[config.mk]
export PLATFORM = sky130hd
export DESIGN_NAME = adc8_emulator
export DESIGN_NICKNAME = d
export VERILOG_FILES = /design/src/rtl/adc8_pkg.sv /design/src/rtl/adc8_edge_det.sv /design/src/rtl/adc8_conv_ctrl.sv /design/src/rtl/adc8_par_port.sv /design/src/rtl/adc8_ser_port.sv /design/src/rtl/adc8_emulator.sv
export SDC_FILE = /design/constraint.sdc
export NUM_CORES = 1
export LEC_CHECK = 0
export BUFFER_PORTS_ARGS = -buffer_cell sky130_fd_sc_hd__buf_2
export CORE_ASPECT_RATIO = 1.5
export CORE_MARGIN = 4
export CORE_UTILIZATION = 30
export CTS_BUF_LIST = sky130_fd_sc_hd__clkbuf_16
export DETAILED_ROUTE_END_ITERATION = 8
export GPL_ROUTABILITY_DRIVEN = 0
export MAX_ROUTING_LAYER = met4
export PLACE_DENSITY = 0.51
export SETUP_SLACK_MARGIN = 0.05
export SLEW_MARGIN = 25
export SYNTH_ARGS = -nofsm -noshare
export SYNTH_HDL_FRONTEND = slang
export SYNTH_SLANG_ARGS = --single-unit
[constraint.sdc]
create_clock -name clk -period 2.1 [get_ports clk]
set_input_delay 0.42 -clock clk [delete_from_list [all_inputs] [get_ports clk]]
set_output_delay 0.42 -clock clk [all_outputs]
set_load 0.05 [all_outputs]
[src/rtl/adc8_pkg.sv]
package adc8_pkg;

   typedef enum logic [0:0] {
      CONV_IDLE = 1'b0,
      CONV_RUN  = 1'b1
   } conv_state_e;

   // Number of busy cycles for one oversampling code; codes above os_max
   // fall back to the plain base time.
   function automatic int unsigned busy_span(input int unsigned base,
                                             input int unsigned os,
                                             input int unsigned os_max);
      if (os > os_max) return base;
      return base << os;
   endfunction

endpackage

[src/rtl/adc8_edge_det.sv]
module adc8_edge_det #(
   parameter int WIDTH     = 1,
   parameter bit RISING    = 1'b1,
   parameter bit IDLE_HIGH = 1'b1
) (
   input  logic             clk,
   input  logic             rst_n,
   input  logic [WIDTH-1:0] sig,
   output logic [WIDTH-1:0] hit
);

   logic [WIDTH-1:0] prev;

   always_ff @(posedge clk or negedge rst_n) begin
      if (!rst_n) prev <= {WIDTH{IDLE_HIGH}};
      else        prev <= sig;
   end

   generate
      if (RISING) begin : g_rise
         assign hit = sig & ~prev;
      end else begin : g_fall
         assign hit = ~sig & prev;
      end
   endgenerate

endmodule

[src/rtl/adc8_conv_ctrl.sv]
module adc8_conv_ctrl
   import adc8_pkg::*;
#(
   parameter int CH_COUNT    = 8,
   parameter int SAMPLE_W    = 16,
   parameter int BASE_CYCLES = 4,
   parameter int OS_W        = 3,
   parameter int OS_MAX      = 6
) (
   input  logic                         clk,
   input  logic                         rst_n,
   input  logic                         dev_rst,
   input  logic                         start,
   input  logic [OS_W-1:0]              os_sel,
   output logic                         busy,
   output logic [CH_COUNT*SAMPLE_W-1:0] snap
);

   localparam int CH_W  = $clog2(CH_COUNT);
   localparam int K_W   = SAMPLE_W - CH_W;
   localparam int CNT_W = $clog2(BASE_CYCLES << OS_MAX) + 1;

   conv_state_e      state;
   logic [CNT_W-1:0] remain;
   logic [CNT_W-1:0] span_m1;
   logic [K_W-1:0]   conv_idx;
   logic [K_W-1:0]   next_idx;
   logic             finish;

   always_comb begin
      span_m1 = CNT_W'(busy_span(BASE_CYCLES, 32'(os_sel), OS_MAX) - 1);
   end

   assign busy     = (state == CONV_RUN);
   assign finish   = busy && (remain == '0);
   assign next_idx = K_W'(conv_idx + 1'b1);

   always_ff @(posedge clk or negedge rst_n) begin
      if (!rst_n) begin
         state    <= CONV_IDLE;
         remain   <= '0;
         conv_idx <= '0;
      end else if (dev_rst) begin
         state    <= CONV_IDLE;
         remain   <= '0;
         conv_idx <= '0;
      end else begin
         case (state)
            CONV_IDLE: begin
               if (start) begin
                  state  <= CONV_RUN;
                  remain <= span_m1;
               end
            end
            CONV_RUN: begin
               if (remain == '0) begin
                  state    <= CONV_IDLE;
                  conv_idx <= next_idx;
               end else begin
                  remain <= remain - 1'b1;
               end
            end
            default: state <= CONV_IDLE;
         endcase
      end
   end

   // One holding register per channel, all loaded on the same edge.
   generate
      for (genvar c = 0; c < CH_COUNT; c++) begin : g_ch
         logic [SAMPLE_W-1:0] word;
         always_ff @(posedge clk or negedge rst_n) begin
            if (!rst_n)      word <= '0;
            else if (dev_rst) word <= '0;
            else if (finish)  word <= {CH_W'(c), next_idx};
         end
         assign snap[c*SAMPLE_W +: SAMPLE_W] = word;
      end
   endgenerate

endmodule

[src/rtl/adc8_par_port.sv]
module adc8_par_port #(
   parameter int CH_COUNT = 8,
   parameter int SAMPLE_W = 16
) (
   input  logic                         clk,
   input  logic                         rst_n,
   input  logic                         dev_rst,
   input  logic                         enable,
   input  logic                         cs_n,
   input  logic                         rd_fall,
   input  logic [CH_COUNT*SAMPLE_W-1:0] snap,
   output logic [SAMPLE_W-1:0]          data_out
);

   localparam int CH_W = $clog2(CH_COUNT);
   localparam logic [CH_W-1:0] LAST_CH = CH_W'(CH_COUNT - 1);

   logic [CH_W-1:0] ptr;

   always_ff @(posedge clk or negedge rst_n) begin
      if (!rst_n) begin
         ptr      <= '0;
         data_out <= '0;
      end else if (dev_rst || cs_n || !enable) begin
         ptr      <= '0;
         data_out <= '0;
      end else if (rd_fall) begin
         data_out <= snap[ptr*SAMPLE_W +: SAMPLE_W];
         ptr      <= (ptr == LAST_CH) ? '0 : ptr + 1'b1;
      end
   end

endmodule

[src/rtl/adc8_ser_port.sv]
module adc8_ser_port #(
   parameter int CH_COUNT = 8,
   parameter int SAMPLE_W = 16,
   parameter int LANES    = 2
) (
   input  logic                         clk,
   input  logic                         rst_n,
   input  logic                         dev_rst,
   input  logic                         enable,
   input  logic                         cs_n,
   input  logic                         cs_fall,
   input  logic                         sclk_fall,
   input  logic [CH_COUNT*SAMPLE_W-1:0] snap,
   output logic [LANES-1:0]             lanes
);

   localparam int CPL       = CH_COUNT / LANES;
   localparam int LANE_BITS = CPL * SAMPLE_W;

   logic active;

   always_ff @(posedge clk or negedge rst_n) begin
      if (!rst_n)                        active <= 1'b0;
      else if (dev_rst || cs_n || !enable) active <= 1'b0;
      else if (cs_fall)                  active <= 1'b1;
   end

   generate
      for (genvar l = 0; l < LANES; l++) begin : g_lane
         logic [LANE_BITS-1:0] load_vec;
         logic [LANE_BITS-1:0] shreg;

         // Lowest channel of the lane lands in the top bits.
         for (genvar j = 0; j < CPL; j++) begin : g_pack
            assign load_vec[(CPL-1-j)*SAMPLE_W +: SAMPLE_W] =
               snap[(l*CPL+j)*SAMPLE_W +: SAMPLE_W];
         end

         always_ff @(posedge clk or negedge rst_n) begin
            if (!rst_n)
               shreg <= '0;
            else if (cs_fall && enable && !dev_rst)
               shreg <= load_vec;
            else if (active && sclk_fall)
               shreg <= {shreg[LANE_BITS-2:0], 1'b0};
         end

         assign lanes[l] = active & shreg[LANE_BITS-1];
      end
   endgenerate

endmodule

[src/rtl/adc8_emulator.sv]
module adc8_emulator #(
   parameter int CH_COUNT    = 8,
   parameter int SAMPLE_W    = 16,
   parameter int BASE_CYCLES = 4,
   parameter int OS_W        = 3,
   parameter int OS_MAX      = 6,
   parameter int LANES       = 2
) (
   input  logic                clk,
   input  logic                rst_n,
   input  logic                dev_rst,
   input  logic                start_a_n,
   input  logic                start_b_n,
   input  logic [OS_W-1:0]     os_sel,
   input  logic                par_ser,
   input  logic                cs_n,
   input  logic                rd_n,
   input  logic                sclk,
   output logic                busy,
   output logic [SAMPLE_W-1:0] data_out,
   output logic                dout_a,
   output logic                dout_b
);

   generate
      if (LANES != 2) begin : g_bad_lanes
         $error("adc8_emulator: two serial lanes are required");
      end
      if ((CH_COUNT % LANES) != 0) begin : g_bad_split
         $error("adc8_emulator: CH_COUNT must split evenly over the lanes");
      end
      if (SAMPLE_W <= $clog2(CH_COUNT)) begin : g_bad_width
         $error("adc8_emulator: SAMPLE_W too small for the channel tag");
      end
      if (BASE_CYCLES < 1) begin : g_bad_base
         $error("adc8_emulator: BASE_CYCLES must be at least one");
      end
      if (OS_MAX >= (1 << OS_W)) begin : g_bad_os
         $error("adc8_emulator: OS_MAX does not fit in os_sel");
      end
   endgenerate

   logic [1:0]                   start_rise;
   logic [2:0]                   pin_fall;
   logic [CH_COUNT*SAMPLE_W-1:0] snap;
   logic [LANES-1:0]             lanes;

   adc8_edge_det #(.WIDTH(2), .RISING(1'b1), .IDLE_HIGH(1'b1)) u_start_edge (
      .clk   (clk),
      .rst_n (rst_n),
      .sig   ({start_a_n, start_b_n}),
      .hit   (start_rise)
   );

   adc8_edge_det #(.WIDTH(3), .RISING(1'b0), .IDLE_HIGH(1'b1)) u_pin_edge (
      .clk   (clk),
      .rst_n (rst_n),
      .sig   ({cs_n, rd_n, sclk}),
      .hit   (pin_fall)
   );

   adc8_conv_ctrl #(
      .CH_COUNT   (CH_COUNT),
      .SAMPLE_W   (SAMPLE_W),
      .BASE_CYCLES(BASE_CYCLES),
      .OS_W       (OS_W),
      .OS_MAX     (OS_MAX)
   ) u_conv (
      .clk     (clk),
      .rst_n   (rst_n),
      .dev_rst (dev_rst),
      .start   (|start_rise),
      .os_sel  (os_sel),
      .busy    (busy),
      .snap    (snap)
   );

   adc8_par_port #(.CH_COUNT(CH_COUNT), .SAMPLE_W(SAMPLE_W)) u_par (
      .clk      (clk),
      .rst_n    (rst_n),
      .dev_rst  (dev_rst),
      .enable   (!par_ser),
      .cs_n     (cs_n),
      .rd_fall  (pin_fall[1]),
      .snap     (snap),
      .data_out (data_out)
   );

   adc8_ser_port #(.CH_COUNT(CH_COUNT), .SAMPLE_W(SAMPLE_W), .LANES(LANES)) u_ser (
      .clk       (clk),
      .rst_n     (rst_n),
      .dev_rst   (dev_rst),
      .enable    (par_ser),
      .cs_n      (cs_n),
      .cs_fall   (pin_fall[2]),
      .sclk_fall (pin_fall[0]),
      .snap      (snap),
      .lanes     (lanes)
   );

   assign dout_a = lanes[0];
   assign dout_b = lanes[1];

endmodule

==> Implementation_results.wiki <==
{| class="wikitable"
! Metric !! Value
|-
| Outcome || finished, violations left
|-
| Violations in the final reports || negative setup slack
|-
| Hpwl dp || 12900 µm
|-
| Total global routing overflow || 0
|-
| Clock power frac || 37.0%
|-
| Number of flip-flops and latches in the synthesized netlist || 175
|-
| Starting density of the core || 30.5%
|-
| Endpoints failing setup || 4
|-
| Io pins || 31
|-
| Worst-Margin Slew || 0.666 ns
|-
| Final worst clock skew || 0.00910 ns
|-
| Number of antenna violations at the first check in global routing || 0
|-
| Worst slack on hold paths || 0.0950 ns
|-
| Largest incremental delay on the critical path || 0.55 ns
|-
| Synthesis-to-layout area growth || 19.6%
|-
| Time the worst path needs with I/O delays and setup || 2.15 ns
|-
| Length of the first detailed-routing pass in iterations || 4
|-
| CP Launch Type || flip-flop
|-
| Clock tree from TritonCTS || done
|-
| Slowest CP cell || or4_4
|-
| Clock slew at reported path FFs || 0.07 ns
|-
| Setup repair after global routing missed its margin || true
|-
| Latest clock arrival within the worst-skew pair || 0.43 ns
|-
| IO Port Bufs || 30
|-
| Max Cap Violations || 0
|-
| Post-synthesis average cell area || 9.21 µm²
|-
| Share of flip-flops with an asynchronous set or reset after synthesis || 100%
|-
| Average vias per placed instance || 5.07
|-
| F_max || 465 MHz
|-
| Most used flip-flop cell after synthesis || dfrtp_1
|-
| Crit Path Category || flip-flop to flip-flop
|-
| Clock buffer count from CTS || 17
|-
| Crit-path leading delay family || simple AND/OR/NAND/NOR gates
|-
| Final Routed Wirelength || 19600 µm
|-
| Vertical die dimension || 203 µm
|-
| Detailed router's first-iteration violation count || 424
|-
| Die boundary width || 138 µm
|-
| Total number of vias || 6158
|-
| Maximum level of the CTS H-tree || 4
|-
| Net count of the mapped netlist || 845
|-
| Peak supply drop || 0.000572 V
|-
| Netlist Area Pre-Place || 0.00764 mm²
|-
| Largest net degree at the start of global routing || 112
|-
| DRC || 0
|-
| Buffers from clock root to sink, at most || 2
|-
| Post-route ant nets || 0
|-
| Clock net sink count || 175
|-
| Sequential fraction of the synthesis area || 57.4%
|-
| Final-report max-slew violation count || 0
|-
| Cell area after layout || 0.00914 mm²
|-
| Worst slack, placed || -0.0425 ns
|-
| Top fanout value on the critical path || 3
|-
| Critical path endpoint category || flip-flop
|-
| Total buffers and inverters traversed by the critical path || 0
|-
| Synthesized netlist cell count || 829
|-
| Number of antenna cells inserted || 0
|-
| Layout cells sized above 1 || 15.4%
|-
| Core outline area || 0.0251 mm²
|-
| Post-route fraction of the period consumed by the critical path || 102%
|-
| Cell internal power dissipation || 6.24 mW
|-
| Placement Cell Area || 0.00846 mm²
|-
| Cell at the root of the clock tree || clkbuf_16
|-
| Sw Pwr || 2.40 mW
|-
| Wire length of the first global-routing pass || 32700 µm
|-
| Net switching fraction of the power || 27.8%
|-
| P_leak || 4.01 nW
|-
| Rel. slew slack || 55.2%
|-
| Hold Vio Cnt, Final || 0
|-
| Vias in the first global route || 6312
|-
| Overall die area || 0.0281 mm²
|-
| Post-layout utilization of the core || 36.5%
|-
| Cell Rows || 71
|-
| Average wire length per cell after detail routing || 16.1 µm
|-
| Combinational share of power || 13.7%
|-
| Data required, critical path || 2.46 ns
|-
| Arrival @ worst endpoint || 2.51 ns
|-
| Type of the worst min-delay path || input pin to flip-flop
|-
| Worst Setup Slack, final || -0.0493 ns
|-
| FILL cells || 2631
|-
| Number of enable-type register cells in the synthesized netlist || 0
|-
| All-Layer GR Usage || 14.6%
|-
| Part of the power in registers || 49.2%
|-
| Cell repeated most along the worst path || or4b_4
|-
| Total of warnings raised by yosys || 0
|-
| Power density over cell area || 945 mW/mm²
|-
| Number of different library cells in the post-synthesis netlist || 46
|-
| Post-layout net count || 890
|-
| Cell-by-cell trace of the critical path || or4b_4, or4b_4, or4_4, a21oi_2
|}
worst paths after layout:
check	slack [ns]	startpoint	end	depth (start not counted)
setup reg to reg	-0.05	u_conv.remain[5]$_DFFE_PN0P_	u_conv.conv_idx[11]$_DFFE_PN0P_	4
setup / recovery	-0.05	u_conv.remain[5]$_DFFE_PN0P_	u_conv.conv_idx[11]$_DFFE_PN0P_	4
hold / removal	0.1	start_b_n	u_start_edge.prev[0]$_DFF_PN1_	1
hold reg to reg	0.51	u_ser.g_lane[0].shreg[0]$_DFFE_PN0P_	u_ser.g_lane[0].shreg[0]$_DFFE_PN0P_	2
min in group asynchronous	0.52	rst_n	u_ser.g_lane[0].shreg[63]$_DFFE_PN0P_	2
max in group asynchronous	0.87	rst_n	u_ser.g_lane[0].shreg[40]$_DFFE_PN0P_	3
sequential cells by signal, summed over array words and instances, names as in the netlist, 2 cells and up:
| signal | cells |
|---|---|
| u_conv.remain | 9 |
| u_par.ptr | 3 |
| u_par.data_out | 16 |
| u_pin_edge.prev | 3 |
| u_conv.conv_idx | 13 |
| u_conv.g_ch.word | 14 |
| u_start_edge.prev | 2 |
| u_ser.g_lane.shreg | 113 |
Yosys cell counts, types with 2 or more instances:
cell	instances	area, µm²
clkbuf_1	54	203
buf_1	2	7.51
a22oi_1	2	15.0
nand4_1	3	18.8
or3_1	15	93.8
xnor2_1	6	52.6
dfstp_2	5	131
nand2_1	271	1020
nor3_1	4	20.0
o21a_1	2	15.0
nor2b_1	6	37.5
a31oi_1	102	638
a211oi_1	9	67.6
a311oi_1	2	17.5
ha_1	4	50.1
nand2b_1	2	12.5
inv_1	6	22.5
xor2_1	5	43.8
nor2_1	33	124
dfrtp_1	170	4250
nand3_1	14	70.1
a21oi_1	47	235
or2_2	2	12.5
nor4b_1	2	17.5
a21o_1	2	15.0
or4b_4	2	27.5
o21ai_0	13	65.1
and4_1	2	17.5
and3_1	6	37.5
and2_1	4	25.0
a22o_1	6	52.6
or4_1	5	37.5
o31ai_1	8	60.1
metrics by stage:
step	total power [mW]	std cells	setup TNS, ns
floorplan	5.01	829	-2.05
global placement	5.45	1178	-0.0514
detailed placement	5.49	1178	-0.116
CTS	8.72	1211	-0.113
global route	9.12	1215	-0.728
finish	8.64	1215	-0.150
cells by family after synthesis:
family	share of synthesized area (%)
and+or+nand+nor	21.1
DFF	57.4
adders and majority gates	0.655
buffers and inverters	3.14
AOI/OAI and AO/OA	16.5
xor gates and xnor gates	1.26
area by class of cell:
| cell class | count | area [µm²] | area share (%) |
|---|---|---|---|
| sequential | 175 | 4390 | 48.0 |
| multi-input combinational | 591 | 3080 | 33.7 |
| timing repair buffer | 83 | 658 | 7.20 |
| inverter | 6 | 22.5 | 0.246 |
| clock buffer | 17 | 425 | 4.65 |
| clock inverter | 15 | 160 | 1.75 |
| tap | 328 | 410 | 4.49 |
cells in the final DEF (no fill, tap or decap), types with 3 or more instances in the layout:
cell        instances
inv_6               4
a211oi_1            7
clkinv_2            3
and2_1              4
o21ai_1             5
or4_1               4
nand4_1             3
a21oi_1            44
dfstp_2             5
ha_1                4
nand3_1            13
nor2_1             32
buf_4              40
clkbuf_16          17
a31oi_1           102
nand2_1           271
xor2_1              5
dfrtp_1           169
buf_6               6
and3_1              6
xnor2_1             6
buf_12              6
o31ai_1             8
nor2b_1             6
nor3_1              4
inv_1               6
o21ai_0             8
a21oi_2             3
buf_2              29
a22o_1              6
clkinvlp_4          4
or3_1              14
power groups by stage:
stage / registers [mW] / logic [mW] / clock network, mW
6_report: 4.25 / 1.19 / 3.20
5_1_grt: 4.32 / 1.37 / 3.43
4_1_cts: 4.26 / 1.18 / 3.28
3_5_place_dp: 4.31 / 1.17 / 0
3_3_place_gp: 4.31 / 1.14 / 0
2_1_floorplan: 4.23 / 0.782 / 0
what timing repair did:
item / 4_1_cts / 5_1_grt
gates cloned: 0 / 2
gates resized for setup: 2 / 18
hold buffers: 1 / 0
setup buffers: 0 / 2
setup endpoints to repair: 11 / 29
hold endpoints to repair: 39 / 0
pin swaps: 3 / 5
layer usage:
layer  GRT usage, %  vias to the layer above  part of all wire (%)
met2           25.0                       68                    52
met1           17.6                     3094                    44
li1               -                     2974                     -
met3           2.32                       22                   1.9
met4           5.12                        0                   2.1
met5              -                        -                     0
No activity file was read; power rests on OpenSTA's default activity.
